==> src/rtl/dcd_pkg.sv <==
package dcd_pkg;

  localparam int TF_IDX_W = 3;

  typedef enum logic [2:0] {
    RG_NONE = 3'd0,
    RG_TF   = 3'd1,
    RG_ALT  = 3'd2,
    RG_IRQ  = 3'd3,
    RG_STAT = 3'd4,
    RG_ID   = 3'd5,
    RG_CFG  = 3'd6
  } region_e;

  typedef struct packed {
    region_e               region;
    logic                  chan;
    logic [TF_IDX_W-1:0]   idx;
  } dec_t;

endpackage

==> src/rtl/dcd_addr_decode.sv <==
module dcd_addr_decode
  import dcd_pkg::*;
#(
  parameter int ADDR_W   = 12,
  parameter int SPAN_W   = 10,
  parameter int STEP_W   = 4,
  parameter int CH0_PAGE = 2,
  parameter int CH1_PAGE = 3,
  parameter int IRQ_OFS  = 'h080,
  parameter int ID_OFS   = 'h0A0,
  parameter int ID_LEN   = 4,
  parameter int STAT_OFS = 'h0A4,
  parameter int ALT_OFS  = 'h0E0
) (
  input  logic [ADDR_W-1:0] addr,
  output dec_t              dec
);

  localparam int PAGE_W  = ADDR_W - SPAN_W;
  localparam int TF_SPAN = (1 << TF_IDX_W) << STEP_W;

  logic [PAGE_W-1:0] page;
  logic [SPAN_W-1:0] lo;
  logic              in_ch;

  always_comb begin
    page  = addr[ADDR_W-1:SPAN_W];
    lo    = addr[SPAN_W-1:0];
    in_ch = (page == PAGE_W'(CH0_PAGE)) || (page == PAGE_W'(CH1_PAGE));
    dec   = '{region: RG_NONE, chan: 1'b0, idx: '0};
    if (addr == '0) begin
      dec.region = RG_CFG;
    end else if (in_ch) begin
      dec.chan = (page == PAGE_W'(CH1_PAGE));
      if ((32'(lo) < TF_SPAN) && (lo[STEP_W-1:0] == '0)) begin
        dec.region = RG_TF;
        dec.idx    = lo[STEP_W +: TF_IDX_W];
      end else if (lo == SPAN_W'(ALT_OFS)) begin
        dec.region = RG_ALT;
      end else if (lo == SPAN_W'(IRQ_OFS)) begin
        dec.region = RG_IRQ;
      end else if (lo == SPAN_W'(STAT_OFS)) begin
        dec.region = RG_STAT;
      end else if (!dec.chan && (32'(lo) >= ID_OFS) && (32'(lo) < ID_OFS + ID_LEN)) begin
        dec.region = RG_ID;
        dec.idx    = TF_IDX_W'(32'(lo) - ID_OFS);
      end
    end
  end

endmodule

==> src/rtl/dcd_irq_chan.sv <==
module dcd_irq_chan (
  input  logic clk,
  input  logic rst,
  input  logic set_stb,
  input  logic clr_stb,
  input  logic drv_irq,
  output logic en_q,
  output logic pend_q
);

  always_ff @(posedge clk) begin
    if (rst) begin
      en_q   <= 1'b0;
      pend_q <= 1'b0;
    end else begin
      if (set_stb)      en_q <= 1'b1;
      else if (clr_stb) en_q <= 1'b0;
      pend_q <= drv_irq & en_q;
    end
  end

  assert_enable_set_R4: assert property (@(posedge clk) disable iff (rst)
    set_stb |=> en_q);

  assert_enable_clear_R5: assert property (@(posedge clk) disable iff (rst)
    (clr_stb && !set_stb) |=> !en_q);

  assert_masked_R6: assert property (@(posedge clk) disable iff (rst)
    !en_q |=> !pend_q);

  assert_enable_hold_R11: assert property (@(posedge clk) disable iff (rst)
    (!set_stb && !clr_stb) |=> $stable(en_q));

endmodule

==> src/rtl/dcd_cfg_dma.sv <==
module dcd_cfg_dma #(
  parameter int NCH = 2
) (
  input  logic           clk,
  input  logic           rst,
  input  logic           cfg_wr,
  input  logic           wr_route,
  input  logic           wr_fast,
  input  logic [NCH-1:0] dev_dmarq,
  input  logic           dma_ack,
  output logic           route_q,
  output logic           fast_q,
  output logic           dma_req,
  output logic [NCH-1:0] dev_dmack
);

  always_ff @(posedge clk) begin
    if (rst) begin
      route_q   <= 1'b0;
      fast_q    <= 1'b0;
      dma_req   <= 1'b0;
      dev_dmack <= '0;
    end else begin
      if (cfg_wr) begin
        route_q <= wr_route;
        fast_q  <= wr_fast;
      end
      dma_req <= dev_dmarq[route_q];
      for (int c = 0; c < NCH; c++) begin
        dev_dmack[c] <= dma_ack && (route_q == 1'(c));
      end
    end
  end

  assert_cfg_latch_R9: assert property (@(posedge clk) disable iff (rst)
    cfg_wr |=> (route_q == $past(wr_route)) && (fast_q == $past(wr_fast)));

  assert_dmack_onehot_R10: assert property (@(posedge clk) disable iff (rst)
    $onehot0(dev_dmack));

  assert_cfg_hold_R11: assert property (@(posedge clk) disable iff (rst)
    !cfg_wr |=> $stable(route_q) && $stable(fast_q));

endmodule

==> src/rtl/dchan_disk_glue.sv <==
module dchan_disk_glue
  import dcd_pkg::*;
#(
  parameter int       ADDR_W    = 12,
  parameter int       DW        = 8,
  parameter int       ROUTE_BIT = 0,
  parameter int       FAST_BIT  = 5,
  parameter int       ID_LEN    = 4,
  parameter logic [3:0] CARD_ID = 4'b0011
) (
  input  logic                clk,
  input  logic                rst,
  input  logic                host_sel,
  input  logic                host_wr,
  input  logic [ADDR_W-1:0]   host_addr,
  input  logic [DW-1:0]       host_wdata,
  output logic [DW-1:0]       host_rdata,
  output logic                host_rvalid,
  output logic [1:0]          dev_tf_cs,
  output logic [1:0]          dev_alt_cs,
  output logic [TF_IDX_W-1:0] dev_reg,
  output logic                dev_rd,
  output logic                dev_wr,
  output logic [DW-1:0]       dev_wdata,
  input  logic [DW-1:0]       dev0_rdata,
  input  logic [DW-1:0]       dev1_rdata,
  input  logic [1:0]          dev_irq,
  output logic                card_irq,
  input  logic [1:0]          dev_dmarq,
  input  logic                dma_ack,
  output logic                dma_req,
  output logic [1:0]          dev_dmack,
  output logic                dma_route,
  output logic                fast_space
);

  localparam int NCH  = 2;
  localparam int ID_W = $clog2(ID_LEN);

  dec_t           dec;
  logic [NCH-1:0] set_stb, clr_stb, irq_en, irq_pend;
  logic           drv_hit, cfg_wr;
  logic [DW-1:0]  drv_rd [NCH];
  logic [DW-1:0]  rd_mux;

  logic           s1_valid, s1_wr, s1_chan;
  region_e        s1_region;
  logic [ID_W-1:0] s1_idbit;

  dcd_addr_decode #(.ADDR_W(ADDR_W), .ID_LEN(ID_LEN)) u_dec (
    .addr (host_addr),
    .dec  (dec)
  );

  assign drv_hit   = host_sel && ((dec.region == RG_TF) || (dec.region == RG_ALT));
  assign cfg_wr    = host_sel && host_wr && (dec.region == RG_CFG);
  assign drv_rd[0] = dev0_rdata;
  assign drv_rd[1] = dev1_rdata;

  for (genvar c = 0; c < NCH; c++) begin : g_chan
    assign set_stb[c] = host_sel &&  host_wr && (dec.region == RG_IRQ) && (dec.chan == 1'(c));
    assign clr_stb[c] = host_sel && !host_wr && (dec.region == RG_IRQ) && (dec.chan == 1'(c));

    dcd_irq_chan u_irq (
      .clk     (clk),
      .rst     (rst),
      .set_stb (set_stb[c]),
      .clr_stb (clr_stb[c]),
      .drv_irq (dev_irq[c]),
      .en_q    (irq_en[c]),
      .pend_q  (irq_pend[c])
    );
  end

  dcd_cfg_dma #(.NCH(NCH)) u_cfg (
    .clk       (clk),
    .rst       (rst),
    .cfg_wr    (cfg_wr),
    .wr_route  (host_wdata[ROUTE_BIT]),
    .wr_fast   (host_wdata[FAST_BIT]),
    .dev_dmarq (dev_dmarq),
    .dma_ack   (dma_ack),
    .route_q   (dma_route),
    .fast_q    (fast_space),
    .dma_req   (dma_req),
    .dev_dmack (dev_dmack)
  );

  // stage 1: drive-side strobes and captured decode
  always_ff @(posedge clk) begin
    if (rst) begin
      s1_valid   <= 1'b0;
      s1_wr      <= 1'b0;
      s1_chan    <= 1'b0;
      s1_region  <= RG_NONE;
      s1_idbit   <= '0;
      dev_tf_cs  <= '0;
      dev_alt_cs <= '0;
      dev_reg    <= '0;
      dev_rd     <= 1'b0;
      dev_wr     <= 1'b0;
      dev_wdata  <= '0;
    end else begin
      s1_valid  <= host_sel;
      s1_wr     <= host_wr;
      s1_chan   <= dec.chan;
      s1_region <= dec.region;
      s1_idbit  <= dec.idx[ID_W-1:0];
      for (int c = 0; c < NCH; c++) begin
        dev_tf_cs[c]  <= host_sel && (dec.region == RG_TF)  && (dec.chan == 1'(c));
        dev_alt_cs[c] <= host_sel && (dec.region == RG_ALT) && (dec.chan == 1'(c));
      end
      dev_reg <= (host_sel && (dec.region == RG_TF)) ? dec.idx : '0;
      dev_rd  <= drv_hit && !host_wr;
      dev_wr  <= drv_hit &&  host_wr;
      if (host_sel && host_wr) dev_wdata <= host_wdata;
    end
  end

  always_comb begin
    case (s1_region)
      RG_TF, RG_ALT: rd_mux = drv_rd[s1_chan];
      RG_IRQ:        rd_mux = '0;
      RG_STAT:       rd_mux = {{(DW-1){1'b0}}, irq_pend[s1_chan]};
      RG_ID:         rd_mux = {{(DW-1){1'b0}}, CARD_ID[s1_idbit]};
      default:       rd_mux = '1;
    endcase
  end

  // stage 2: host read return and card interrupt
  always_ff @(posedge clk) begin
    if (rst) begin
      host_rvalid <= 1'b0;
      host_rdata  <= '0;
      card_irq    <= 1'b0;
    end else begin
      host_rvalid <= s1_valid && !s1_wr;
      host_rdata  <= rd_mux;
      card_irq    <= |(dev_irq & irq_en);
    end
  end

  assert_cs_onehot_R2: assert property (@(posedge clk) disable iff (rst)
    $onehot0({dev_tf_cs, dev_alt_cs}));

  assert_strobe_has_cs_R3: assert property (@(posedge clk) disable iff (rst)
    (dev_rd || dev_wr) |-> (|{dev_tf_cs, dev_alt_cs}));

  assert_read_latency_R2: assert property (@(posedge clk) disable iff (rst)
    (host_sel && !host_wr) |=> ##1 host_rvalid);

  assert_card_or_R7: assert property (@(posedge clk) disable iff (rst)
    card_irq == (|irq_pend));

  assert_unmapped_ff_R11: assert property (@(posedge clk) disable iff (rst)
    (s1_valid && !s1_wr && (s1_region == RG_NONE)) |=> (host_rdata == '1));

endmodule

==> config.mk <==
export PLATFORM = sky130hd
export DESIGN_NAME = dchan_disk_glue
export DESIGN_NICKNAME = d
export VERILOG_FILES = /design/src/rtl/dcd_pkg.sv /design/src/rtl/dcd_addr_decode.sv /design/src/rtl/dcd_irq_chan.sv /design/src/rtl/dcd_cfg_dma.sv /design/src/rtl/dchan_disk_glue.sv
export SDC_FILE = /design/constraint.sdc
export NUM_CORES = 1
export LEC_CHECK = 0
export BUFFER_PORTS_ARGS = -buffer_cell sky130_fd_sc_hd__buf_4
export CORE_MARGIN = 2
export CORE_UTILIZATION = 31
export CTS_BUF_LIST = sky130_fd_sc_hd__clkbuf_16
export CTS_CLUSTER_SIZE = 16
export DETAILED_ROUTE_END_ITERATION = 10
export PLACE_DENSITY = 0.68
export SETUP_SLACK_MARGIN = 0.1
export SYNTH_ARGS = -nofsm -noshare
export SYNTH_HDL_FRONTEND = slang
export SYNTH_SLANG_ARGS = --single-unit
==> constraint.sdc <==
create_clock -name clk -period 4.5 [get_ports clk]
set_input_delay 0.225 -clock clk [delete_from_list [all_inputs] [get_ports clk]]
set_output_delay 0.225 -clock clk [all_outputs]
set_load 0.02 [all_outputs]
# After elaboration in Yosys (flattened, before gate mapping)
# Cells that the tools add are included.
[classes] n_div=0 magnitude_cmp=7 n_addsub=1 reduce_logical=37 n_bitwise=8 multipliers=0 n_eq_ne=14 muxes=27 n_shift=0
[ops] cell="$mux W3" n=11
[ops] cell="$pmux W8 S4" n=1
[ops] cell="$eq A10 B8 Y1 const B" n=3
[ops] cell="$logic_and A1 B1 Y1" n=24
[ops] cell="$mux W8" n=3
[ops] cell="$lt A10 B8 Y1 const B" n=2
[ops] cell="$eq A3 B2 Y1 const B" n=4
[ops] cell="$logic_not A12 Y1" n=1
[ops] cell="$ge A10 B8 Y1 const B" n=1
[ops] cell="$eq A3 B3 Y1 const B" n=3
[ops] cell="$mux W1" n=9
[ops] cell="$mux W7" n=1
[ops] cell="$eq A3 B1 Y1 const B" n=2
[ops] cell="$reduce_or A2 Y1" n=3
[ops] cell="$eq A2 B2 Y1 const B" n=2
[ops] cell="$logic_not A4 Y1" n=1
[ops] cell="$lt A1 B2 Y1 const B" n=2
[ops] cell="$mux W4" n=1
[ops] cell="$not A1 Y1" n=4
[ops] cell="$reduce_bool A2 Y1" n=2
[ops] cell="$reduce_or A4 Y1" n=1
[ops] cell="$logic_not A1 Y1" n=3
[ops] cell="$lt A2 B3 Y1 const B" n=1
[ops] cell="$sub A3 B1 Y3 const B" n=1
[ops] cell="6 further kinds" n=8
[word_totals] output_inout_bits=32 memories=0 word_cells=117 in_bits=45 ramBits=0 register_bits=44 romBits=0 latchBits=0

# Longest topological paths before layout
[logic_depth] word_depth=16 mapped_depth=6 mapped_depth_nobuf=5

# By module
# Synthesis repeated with hierarchy kept, for this count alone.
[unflattened] cells_unflattened=185 hier_area_um2=1741.7
[modules_own_cells] module="dchan_disk_glue" cells_per_inst=132 area_each_um2=1271.2 seq_area_each_um2=680.7 n_inst=1
[modules_own_cells] module="dcd_addr_decode" cells_per_inst=28 area_each_um2=176.4 seq_area_each_um2=0.0 n_inst=1
[modules_own_cells] module="dcd_cfg_dma" cells_per_inst=13 area_each_um2=158.9 seq_area_each_um2=100.1 n_inst=1
[modules_own_cells] module="dcd_irq_chan" cells_per_inst=6 area_each_um2=67.6 seq_area_each_um2=40.0 n_inst=2

# Worst setup path after synthesis
# No wires, ideal clock.
[synth_timing] path_kind="input port to flip-flop" start="input host_addr[0]" end="register g_chan[0].u_irq.en_q" path_buffers=0 arrival_ps=1510 path_slack_ps=2857 path_stages=5 t_required_ps=4368 setup_ps=132 cell_sequence="or4_4 nor4_2 o21ai_2 o41ai_2 a21oi_1"
[synth_between] elab_chain_cells=14
[synth_rtl] item="start: declaration" line_no="dchan_disk_glue.sv:15" rtl="input logic [ADDR_W-1:0] host_addr,"
[synth_rtl] item="$ge A10 B8 Y1" line_no="dcd_addr_decode.sv:44" rtl="end else if (!dec.chan && (32'(lo) >= ID_OFS) && (32'(lo) < ID_OFS + ID_LEN)) begin"
[synth_rtl] item="$logic_and A1 B1 Y1 (2 in series)" line_no="dcd_addr_decode.sv:44"
[synth_rtl] item="$mux W3" line_no="dcd_addr_decode.sv:44"
[synth_rtl] item="$mux W3" line_no="dcd_addr_decode.sv:42" rtl="end else if (lo == SPAN_W'(STAT_OFS)) begin"
[synth_rtl] item="$mux W3" line_no="dcd_addr_decode.sv:40" rtl="end else if (lo == SPAN_W'(IRQ_OFS)) begin"
[synth_rtl] item="$mux W3" line_no="dcd_addr_decode.sv:38" rtl="end else if (lo == SPAN_W'(ALT_OFS)) begin"
[synth_rtl] item="$mux W3" line_no="dcd_addr_decode.sv:35" rtl="if ((32'(lo) < TF_SPAN) && (lo[STEP_W-1:0] == '0)) begin"
[synth_rtl] item="$mux W7" line_no="dcd_addr_decode.sv:33" rtl="end else if (in_ch) begin"
[synth_rtl] item="$mux W3" line_no="dcd_addr_decode.sv:31" rtl="if (addr == '0) begin"
[synth_rtl] item="$eq A3 B2 Y1" line_no="dchan_disk_glue.sv:61, dchan_disk_glue.sv:62"
[synth_rtl] item="$logic_and A1 B1 Y1, on equally long branches (2 in series)" line_no="dchan_disk_glue.sv:61, dchan_disk_glue.sv:62"
[synth_rtl] item="$mux W1 / $reduce_bool A2 Y1 (equally long branches)"
[synth_rtl] item="end signal: assignment" line_no="dcd_irq_chan.sv:13" rtl="en_q <= 1'b0;"
[synth_rtl] item="end signal: assignment" line_no="dcd_irq_chan.sv:16" rtl="if (set_stb) en_q <= 1'b1;"
[synth_rtl] item="end signal: assignment" line_no="dcd_irq_chan.sv:17" rtl="else if (clr_stb) en_q <= 1'b0;"
[synth_rtl] item="end: declaration" line_no="dcd_irq_chan.sv:7" rtl="output logic en_q,"
# Parallel ways exist; a longest one is shown, timed or not.
# A chain may end at the register's enable or synchronous reset.

# Final worst setup path
# Ends and elaborated chain as after synthesis.

==> flow_summary.json <==
{
  "h-tree-depth": 2,
  "layout-drive-gt1-share_pct": 39.5,
  "initial_core_util_pct": 32.7,
  "critical-path-top-delay-family": "simple AND/OR/NAND/NOR gates",
  "powerDensity_mw_per_mm2": 378,
  "netSwitchingPower_uw": 193,
  "worstMarginPinSlew_ns": 0.553,
  "numPortBuffers": 76,
  "synth_edf_count": 0,
  "wl_mm": 4.01,
  "yosys_warnings": 0,
  "min_period_ns": 1.55,
  "via_count": 1545,
  "p_int_uw": 755,
  "rsz0062_at_grt": "no",
  "synth_cells": 180,
  "cts_root_buf": "clkbuf_16",
  "crit_buf_inv": 1,
  "drc": 0,
  "crit_fanout": 7,
  "synth.distinct_cells": 38,
  "timing.final.ws_setup_ns": 2.95,
  "clk_pin_slew_ns": 0.06,
  "ant_nets": 0,
  "largestRegisters": "dev_wdata: 8 flops, host_rdata: 8 flops",
  "cts_hold_buf": 0,
  "end_kind": "flip-flop",
  "post_cts_resized": 0,
  "die-area_sq_mm": 0.00606,
  "rows": 26,
  "fp.coreArea_sq_mm": 0.00517,
  "ioPinCount": 77,
  "power_frac_clock_pct": 48.7,
  "synth_nets": 225,
  "synthesis.area_sq_mm": 0.00169,
  "cts_made_buffers": 5,
  "cts_max_path_buffers": 2,
  "setup_tns_ns": 0,
  "dp_slack_ns": 2.64,
  "area_growth_syn_to_layout_pct": 48.6,
  "finClkSkew_ns": 0.00224,
  "die_w_um": 77.8,
  "layoutNonFillerInstCount": 328,
  "dieHeight_um": 77.8,
  "track_usage_pct": 14.1,
  "p_leak_nw": 1.08,
  "period_share_pct": 34.5,
  "worstPathArrival_ns": 1.71,
  "nets": 302,
  "fmax_mhz": 643,
  "comb_power_share_pct": 9.7,
  "ys_ff_latch": 43,
  "syn_avg_cell_area_sq_um": 9.38,
  "post_drt_via_cell_ratio": 4.71,
  "cts_sinks": 43,
  "fillCellCount": 503,
  "max_stage_delay_ns": 0.57,
  "setup_viol": 0,
  "sequentialPowerShare_pct": 41.7,
  "antenna_found_initial": 0,
  "report.final.hold_viol_count": 0,
  "grt_pass1_vias": 1523,
  "clock_latency_ns": 0.28,
  "slew-limit-headroom_pct": 62.8,
  "postCtsSetupBuffers": 0,
  "async_flop_share_pct": 0,
  "routedWlPerCell_um": 12.2,
  "hold_path_class": "in -> reg",
  "synth-seq-area-share_pct": 51.0,
  "slowest_stage": "or4_4",
  "drtIter0Drc": 65,
  "critPathKind": "in -> reg",
  "holdWs_ns": 0.172,
  "swShare_pct": 20.3,
  "total_power_uw": 948,
  "status": "finished, final reports clean",
  "ir_worst_vdd_mv": 0.205,
  "hpwl_mm": 2.97,
  "cap_violations": 0,
  "synthFlopType": "dfxtp_1",
  "maxSlewViolCount": 0,
  "drt_pass1_iterations": 4,
  "grt_overflow": 0,
  "routabilityCongestion": 0.849,
  "grt_pass1_wl_mm": 6.87,
  "cp.required_ns": 4.66,
  "cts_tree": "yes",
  "cp_cell_sequence": "buf_4, or4_4, nor4_4, nand3_1, o41ai_2, a21oi_1",
  "dp_cells": 320,
  "diodes": 0,
  "start_kind": "primary input",
  "grt_max_degree": 35
}
[synthesized netlist by cell type, drive strengths merged, types with 2 or more instances]
| cell type | number | area (sq um) |
|---|---|---|
| dfxtp | 43 | 861 |
| nand2 | 33 | 126 |
| a21oi | 25 | 125 |
| nor2 | 18 | 67.6 |
| mux2 | 7 | 78.8 |
| o21ai | 6 | 41.3 |
| clkbuf | 5 | 18.8 |
| mux2i | 5 | 50.1 |
| nor4 | 4 | 46.3 |
| nand4 | 3 | 18.8 |
| nor3 | 3 | 15.0 |
| nor3b | 3 | 22.5 |
| a22oi | 2 | 15.0 |
| and2b | 2 | 16.3 |
| nand3 | 2 | 10.0 |
| nor2b | 2 | 12.5 |
| or2 | 2 | 12.5 |
[cells by family (layout without fill, tap and decap cells)]
group | count (synthesis) | count (layout) | share of synthesized area, %
simple gates | 79 | 79 | 24.9
flops | 43 | 43 | 51.0
compound gates | 39 | 39 | 14.2
mux | 12 | 12 | 7.63
buf+inv | 6 | 84 | 1.78
xor+xnor | 1 | 1 | 0.519
[layout by cell type (no fill, tap or decap), types with 2 or more instances in the layout]
cell	n
dfxtp_1	43
nor2b_1	2
nand3_1	2
o21ai_0	3
clkbuf_16	5
nor2_1	18
nor3_1	3
nor4_1	2
nand2_1	32
nor3b_1	3
bufinv_16	2
mux2i_1	5
a22oi_1	2
a21oi_1	25
buf_4	76
nand4_1	3
mux2_2	7
o21ai_2	3
[final cells by class]
type / instances / area [sq um] / area share [%]
clock inverter: 3 / 67.6 / 2.69
timing repair buffer: 76 / 571 / 22.7
tap: 70 / 87.6 / 3.49
sequential: 43 / 861 / 34.3
multi-input combinational: 131 / 798 / 31.8
clock buffer: 5 / 125 / 4.99
[final timing paths]
check | from | to | slack [ns] | cells past startpoint
worst max-delay path | host_addr[0] | g_chan[0].u_irq.en_q$_SDFFE_PP0P_ | 2.95 | 6
worst min-delay path | host_wr | dev_rd$_SDFF_PP0_ | 0.17 | 2
worst max register to register | s1_chan$_SDFF_PP0_ | host_rdata[0]$_SDFF_PP0_ | 3.20 | 5
worst min register to register | s1_wr$_SDFF_PP0_ | host_rvalid$_SDFF_PP0_ | 0.39 | 1
[power groups by stage]
stage / combinational (mW) / clock, mW / sequential (mW)
after floorplan: 0.0278 / 0 / 0.413
final: 0.0918 / 0.461 / 0.395
after global placement: 0.0909 / 0 / 0.403
after detailed placement: 0.0925 / 0 / 0.403
after CTS: 0.0928 / 0.476 / 0.395
after global routing: 0.100 / 0.495 / 0.396
[worst register-to-register path, cell delays in order (launching register included)]
cell,delay [ns]
dfxtp_1,0.59
nor2b_1,0.09
a211oi_1,0.22
a21oi_1,0.05
o21ai_0,0.15
a21oi_1,0.08
[stage by stage]
| stage | utilization (%) | instance area (sq um) |
|---|---|---|
| final | 48.5 | 2510 |
| after global routing | 48.5 | 2510 |
| after CTS | 48.5 | 2510 |
| after detailed placement | 44.8 | 2320 |
| after global placement | 44.8 | 2320 |
| after floorplan | - | 1690 |
[routing by layer]
layer / wire length (um) / up-vias / part of all wire (%) / global-route usage, %
li1: - / 787 / - / -
met1: 1750 / 709 / 44 / 16.2
met2: 1930 / 49 / 48 / 24.7
met3: 324 / 0 / 8.1 / 5.12
met4: 0 / 0 / 0 / 3.21
met5: 0 / - / 0 / 0
Power figures use the tool's default switching activity.
